===== config.mk =====
export PLATFORM = sky130hd
export DESIGN_NAME = flash_poll_ctrl
export DESIGN_NICKNAME = d
export VERILOG_FILES = /design/src/rtl/flash_poll_pkg.sv /design/src/rtl/flash_cmd_rom.sv /design/src/rtl/flash_status_eval.sv /design/src/rtl/flash_poll_ctrl.sv
export SDC_FILE = /design/constraint.sdc
export NUM_CORES = 1
export LEC_CHECK = 0
export BUFFER_PORTS_ARGS = -buffer_cell sky130_fd_sc_hd__buf_2
export CAP_MARGIN = 5
export CORE_ASPECT_RATIO = 0.6
export CORE_MARGIN = 2
export CORE_UTILIZATION = 54
export DETAILED_ROUTE_END_ITERATION = 12
export GPL_ROUTABILITY_DRIVEN = 0
export PLACE_DENSITY_LB_ADDON = 0.12
export SYNTH_ARGS = -nofsm -noshare
export SYNTH_HDL_FRONTEND = slang
export SYNTH_SLANG_ARGS = --single-unit

===== constraint.sdc =====
create_clock -name clk -period 3.1 [get_ports clk]
set_clock_uncertainty 0.2 [all_clocks]
set_input_delay 0.93 -clock clk [delete_from_list [all_inputs] [get_ports clk]]
set_output_delay 0.93 -clock clk [all_outputs]
set_load 0.01 [all_outputs]

===== src/rtl/flash_poll_pkg.sv =====
package flash_poll_pkg;

    typedef enum logic [2:0] {
        ST_IDLE,
        ST_CMD,
        ST_POLL,
        ST_RECHECK,
        ST_CONFIRM
    } poll_state_e;

    localparam logic [1:0] OP_PROGRAM = 2'b00;
    localparam logic [1:0] OP_SECTOR  = 2'b01;

    localparam int SEQ_IDX_W   = 3;
    localparam int PROG_LAST   = 3;
    localparam int ERASE_LAST  = 5;
    localparam int DONE_BIT    = 7;
    localparam int LIMIT_BIT   = 5;

endpackage


===== src/rtl/flash_cmd_rom.sv =====
module flash_cmd_rom
    import flash_poll_pkg::*;
#(
    parameter int ADDR_W = 16,
    parameter int DATA_W = 8
) (
    input  logic [1:0]           op_i,
    input  logic [SEQ_IDX_W-1:0] idx_i,
    input  logic [ADDR_W-1:0]    tgt_addr_i,
    input  logic [DATA_W-1:0]    tgt_data_i,
    output logic [ADDR_W-1:0]    bus_addr_o,
    output logic [DATA_W-1:0]    bus_data_o,
    output logic                 last_o
);
    localparam logic [ADDR_W-1:0] KEY_A1 = ADDR_W'(12'h555);
    localparam logic [ADDR_W-1:0] KEY_A2 = ADDR_W'(12'h2AA);

    always_comb begin
        bus_addr_o = KEY_A1;
        bus_data_o = '0;
        last_o     = 1'b0;
        if (op_i == OP_PROGRAM) begin
            last_o = (idx_i == SEQ_IDX_W'(PROG_LAST));
            case (idx_i)
                3'd0:    begin bus_addr_o = KEY_A1;     bus_data_o = DATA_W'(8'hAA); end
                3'd1:    begin bus_addr_o = KEY_A2;     bus_data_o = DATA_W'(8'h55); end
                3'd2:    begin bus_addr_o = KEY_A1;     bus_data_o = DATA_W'(8'hA0); end
                default: begin bus_addr_o = tgt_addr_i; bus_data_o = tgt_data_i;     end
            endcase
        end else begin
            last_o = (idx_i == SEQ_IDX_W'(ERASE_LAST));
            case (idx_i)
                3'd0, 3'd3: begin bus_addr_o = KEY_A1; bus_data_o = DATA_W'(8'hAA); end
                3'd1, 3'd4: begin bus_addr_o = KEY_A2; bus_data_o = DATA_W'(8'h55); end
                3'd2:       begin bus_addr_o = KEY_A1; bus_data_o = DATA_W'(8'h80); end
                default: begin
                    if (op_i == OP_SECTOR) begin
                        bus_addr_o = tgt_addr_i;
                        bus_data_o = DATA_W'(8'h30);
                    end else begin
                        bus_addr_o = KEY_A1;
                        bus_data_o = DATA_W'(8'h10);
                    end
                end
            endcase
        end
    end
endmodule


===== src/rtl/flash_status_eval.sv =====
module flash_status_eval
    import flash_poll_pkg::*;
#(
    parameter int DATA_W = 8
) (
    input  logic              is_prog_i,
    input  logic [DATA_W-1:0] rdata_i,
    input  logic [DATA_W-1:0] wdata_i,
    output logic              match_o,
    output logic              limit_o,
    output logic              full_ok_o
);
    always_comb begin
        match_o   = is_prog_i ? (rdata_i[DONE_BIT] == wdata_i[DONE_BIT])
                              : rdata_i[DONE_BIT];
        limit_o   = rdata_i[LIMIT_BIT];
        full_ok_o = (rdata_i == wdata_i);
    end
endmodule


===== src/rtl/flash_poll_ctrl.sv =====
module flash_poll_ctrl
    import flash_poll_pkg::*;
#(
    parameter int ADDR_W    = 16,
    parameter int DATA_W    = 8,
    parameter int MAX_POLLS = 4096
) (
    input  logic              clk,
    input  logic              rst_n,
    input  logic              start_i,
    input  logic [1:0]        op_i,
    input  logic [ADDR_W-1:0] addr_i,
    input  logic [DATA_W-1:0] wdata_i,
    output logic              busy_o,
    output logic              done_o,
    output logic              error_o,
    output logic [ADDR_W-1:0] fl_addr_o,
    output logic [DATA_W-1:0] fl_wdata_o,
    output logic              fl_we_o,
    output logic              fl_oe_o,
    input  logic [DATA_W-1:0] fl_rdata_i
);
    localparam int CNT_W = $clog2(MAX_POLLS + 1);
    localparam logic [CNT_W-1:0] LAST_POLL = CNT_W'(MAX_POLLS - 1);

    typedef struct packed {
        poll_state_e          st;
        logic [SEQ_IDX_W-1:0] idx;
        logic [CNT_W-1:0]     cnt;
        logic [1:0]           op;
        logic [ADDR_W-1:0]    addr;
        logic [DATA_W-1:0]    data;
        logic                 done;
        logic                 err;
    } ctrl_t;

    ctrl_t ctrl_d, ctrl_q;

    logic [ADDR_W-1:0] seq_addr;
    logic [DATA_W-1:0] seq_data;
    logic              seq_last;
    logic              is_prog;
    logic              st_match, st_limit, st_full_ok;

    assign is_prog = (ctrl_q.op == OP_PROGRAM);

    flash_cmd_rom #(.ADDR_W(ADDR_W), .DATA_W(DATA_W)) u_rom (
        .op_i       (ctrl_q.op),
        .idx_i      (ctrl_q.idx),
        .tgt_addr_i (ctrl_q.addr),
        .tgt_data_i (ctrl_q.data),
        .bus_addr_o (seq_addr),
        .bus_data_o (seq_data),
        .last_o     (seq_last)
    );

    flash_status_eval #(.DATA_W(DATA_W)) u_eval (
        .is_prog_i (is_prog),
        .rdata_i   (fl_rdata_i),
        .wdata_i   (ctrl_q.data),
        .match_o   (st_match),
        .limit_o   (st_limit),
        .full_ok_o (st_full_ok)
    );

    always_comb begin
        ctrl_d      = ctrl_q;
        ctrl_d.done = 1'b0;
        ctrl_d.err  = 1'b0;
        case (ctrl_q.st)
            ST_IDLE: begin
                if (start_i) begin
                    ctrl_d.st   = ST_CMD;
                    ctrl_d.idx  = '0;
                    ctrl_d.cnt  = '0;
                    ctrl_d.op   = op_i;
                    ctrl_d.addr = addr_i;
                    ctrl_d.data = wdata_i;
                end
            end
            ST_CMD: begin
                if (seq_last) ctrl_d.st  = ST_POLL;
                else          ctrl_d.idx = ctrl_q.idx + 1'b1;
            end
            ST_POLL: begin
                if (st_match) begin
                    ctrl_d.st = ST_CONFIRM;
                end else if (st_limit) begin
                    ctrl_d.st = ST_RECHECK;
                end else if (ctrl_q.cnt == LAST_POLL) begin
                    ctrl_d.st  = ST_IDLE;
                    ctrl_d.err = 1'b1;
                end else begin
                    ctrl_d.cnt = ctrl_q.cnt + 1'b1;
                end
            end
            ST_RECHECK: begin
                if (st_match) begin
                    ctrl_d.st = ST_CONFIRM;
                end else begin
                    ctrl_d.st  = ST_IDLE;
                    ctrl_d.err = 1'b1;
                end
            end
            ST_CONFIRM: begin
                ctrl_d.st = ST_IDLE;
                if (is_prog && !st_full_ok) ctrl_d.err  = 1'b1;
                else                        ctrl_d.done = 1'b1;
            end
            default: ctrl_d.st = ST_IDLE;
        endcase
    end

    always_ff @(posedge clk or negedge rst_n) begin
        if (!rst_n) begin
            ctrl_q    <= '0;
            ctrl_q.st <= ST_IDLE;
        end else begin
            ctrl_q <= ctrl_d;
        end
    end

    always_comb begin
        fl_we_o    = (ctrl_q.st == ST_CMD);
        fl_oe_o    = (ctrl_q.st == ST_POLL) || (ctrl_q.st == ST_RECHECK)
                  || (ctrl_q.st == ST_CONFIRM);
        fl_addr_o  = fl_we_o ? seq_addr : ctrl_q.addr;
        fl_wdata_o = fl_we_o ? seq_data : '0;
        busy_o     = (ctrl_q.st != ST_IDLE);
        done_o     = ctrl_q.done;
        error_o    = ctrl_q.err;
    end
endmodule


==> out/metrics.csv <==
metric,value,unit
FMAX,304,MHz
hold_buf cts,0,
Comb pwr share,0.624,
Clock H-tree levels,2,
clk sinks,47,
clock tree buffer depth,2,
CP required,1.97,ns
initial antenna violation count,0,
CTS tree,built,
Switching Share,0.459,
area post-placement,3210,um2
Synthesis Warnings,0,
CP Launch Point,ctrl_q[42]$_DFFE_PN0P_,
average footprint of a synthesized cell,8.83,um2
Syn-to-layout area delta,30.0,%
DRT Wirelength,7810,um
CP dominant cell by count,nor2_4,
async set-reset flop share out of synthesis,1.00,
final setup fails,22,
DP HPWL,5100,um
FF-to-FF Start,ctrl_q[28]$_DFFE_PN0P_,
Hold WS,0.271,ns
synth unique cells,58,
crit path kind,reg2out,
Hold Path Class,in2async,
Mapped Nets,353,
critical path capture point type,primary output,
Starting Density,0.550,
routed len/inst,17.0,um
Final TNS setup,-2.04,ns
fin area,3560,um2
fin crit share,1.06,
crit path DAT,2.16,ns
CTS Buf Count,5,
Post-synth EDFFs,0,
crit path time final,3.29,ns
outcome,"finished, violations left",
largest net degree at the start of global routing,34,
most used flip-flop cell after synthesis,dfrtp_1,
most frequent cells in the layout,"nand2_1 (75), buf_2 (65), dfrtp_1 (45), buf_4 (23), o21ai_0 (14)",
clk root buf,clkbuf_8,
Antenna Cells,0,
layout cells sized above 1,0.381,
"commonest non-fill, non-tap cell in the layout",nand2_1,
CP Launch Type,flop,
PwrDens,1030,nW/um2
total gr overflow,0,
vias per inst,5.72,
max cap viols,0,
Pint,1.98,mW
worst setup slack after layout,-0.190,ns
crit-path cells,inv_2 -> ha_4 -> buf_4 -> nor2_4 -> nor2_4 -> a2111oi_4 -> a21oi_1 -> buf_2,
Reg power frac,0.271,
Crit Path Max Fanout,6,
iteration count of the initial detailed-routing pass,5,
NetSw,1.68,mW
leak pwr,1.70,nW
CP max stage cell,a2111oi_4,
vias in the first global route,2360,
CP Buf/Inv Count,3,
number of cell rows,20,
chip width,95.9,um
maximum vdd drop,564,uV
die area,5670,um2
Final nets,437,
Total GRT Usage,0.279,
Synth Register Bits,47,
PortBufs,65,
# DRC,0,
power share of the clock group,0.105,
Max-slew headroom,0.506,
failing checks,setup timing,
final hold violation count,0,
RSZ-0062 raised after global routing,true,
first-pass GRT wire length,11900,um
total vias in the final route,2632,
Die Y-Extent,59.2,um
clk_lat worst skew,0.31,ns
Core Area,4980,um2
Gate Count Post-Synth,310,
antenna-violating nets left,0,
"CTS clk-pin slew, worst paths",0.08,ns
CP max stage delay,0.50,ns
sequential cell area fraction in the yosys report,0.430,
CP top delay family,compound AO/OA/AOI/OAI gates,
Starting DRT DRC Count,229,
Max Slew Vio Count,0,
# IOs,66,
Worst-Margin Slew,0.735,ns
Mapped Area,2740,um2
## routing by layer
metal	wire length (um)	track usage
met1	3660	0.444
met2	3430	0.390
met3	598	0.0509
met4	121	0.0694
met5	0	0
## power by group through the flow
| stage | clock network, mW | registers [mW] | logic (mW) |
|---|---|---|---|
| 6_report | 0.385 | 0.990 | 2.28 |
| 3_5_place_dp | 0 | 0.988 | 1.84 |
| 3_3_place_gp | 0 | 0.984 | 1.81 |
| 4_1_cts | 0.388 | 0.975 | 2.00 |
| 2_1_floorplan | 0 | 0.939 | 1.20 |
| 5_1_grt | 0.418 | 1.02 | 2.48 |
## final cells by class
type                    count  area (um2)
multi-input cells         236        1630
clock inverters             1        5.00
inverters                  14        55.1
well taps                  66        82.6
repair buffers             90         520
clock buffers               6        82.6
flip-flops and latches     47        1180
fillers                   390        1420
## synth_stat cells (2+ instances only)
| cell type | instances | area, um2 |
|---|---|---|
| nand2_1 | 76 | 285 |
| dfrtp_1 | 47 | 1180 |
| o21ai_0 | 17 | 85.1 |
| inv_1 | 13 | 48.8 |
| a21oi_1 | 12 | 60.1 |
| nor2_1 | 11 | 41.3 |
| xnor2_1 | 10 | 87.6 |
| and2_1 | 9 | 56.3 |
| clkbuf_1 | 9 | 33.8 |
| nand4_1 | 7 | 43.8 |
| ha_1 | 6 | 75.1 |
| nand3_1 | 6 | 30.0 |
| nor4_1 | 6 | 37.5 |
| o21a_1 | 6 | 45.0 |
| and3_1 | 5 | 31.3 |
| nor3_1 | 5 | 25.0 |
| mux2_2 | 4 | 45.0 |
| a211o_2 | 3 | 30.0 |
| a31oi_1 | 3 | 18.8 |
| buf_2 | 3 | 15.0 |
| nor2b_1 | 3 | 18.8 |
| o21ba_2 | 3 | 30.0 |
| o21bai_1 | 3 | 22.5 |
| o31a_1 | 3 | 26.3 |
| a211oi_1 | 2 | 15.0 |
| a221o_1 | 2 | 20.0 |
| a22o_2 | 2 | 20.0 |
| o211ai_1 | 2 | 15.0 |
| or2_2 | 2 | 12.5 |
| or3b_2 | 2 | 17.5 |
## kinds of logic (layout without fill, tap and decap cells)
logic type / Yosys count / after routing / share of synthesized area
compound gates: 71 / 71 / 0.190
buf+inv: 27 / 111 / 0.0411
fa+ha+maj: 6 / 6 / 0.0274
flops: 47 / 47 / 0.430
xor+xnor: 10 / 10 / 0.0320
simple gates: 144 / 144 / 0.260
mux: 5 / 5 / 0.0201
## through the flow
stage	setup slack, ns	cells	power, mW	util
6_report	-0.190	460	3.66	0.715
3_3_place_gp	0.0963	444	2.80	0.644
3_5_place_dp	0.102	444	2.83	0.644
2_1_floorplan	0.0982	310	2.14	-
5_1_grt	-0.251	460	3.91	0.715
4_1_cts	-0.108	457	3.36	0.688
## final timing paths
check | endpoint | slack [ns] | cells after the start
min reg2reg | ctrl_q[21]$_DFFE_PN0P_ | 0.28 | 2
min | error_o$_DFF_PN0_ | 0.27 | 1
min in group clk | ctrl_q[21]$_DFFE_PN0P_ | 0.28 | 2
max in group asynchronous | ctrl_q[6]$_DFFE_PN0P_ | 1.83 | 2
max | fl_addr_o[8] | -0.19 | 8
max reg2reg | ctrl_q[28]$_DFFE_PN0P_ | 0.60 | 5
## what timing repair did
action                                  in CTS  in global routing
hold endpoints to repair                     0                  0
gates resized for setup                     24                 25
endpoints found under the setup margin      19                 21
setup buffers                                6                  3
pin swaps                                   12                 12
## state kept, by name, indices dropped and copies added, names as in the netlist
register / count
ctrl_q: 45
done_o: 1
error_o: 1
## worst reg2reg max path, stage by stage (launching register included)
cell and delay [ns]:
dfrtp_1 0.40, ha_1 0.22, nand4_1 0.19, or4_1 0.66, a21oi_2 0.52, mux2_2 0.26
(Power assumes the default switching activity.)
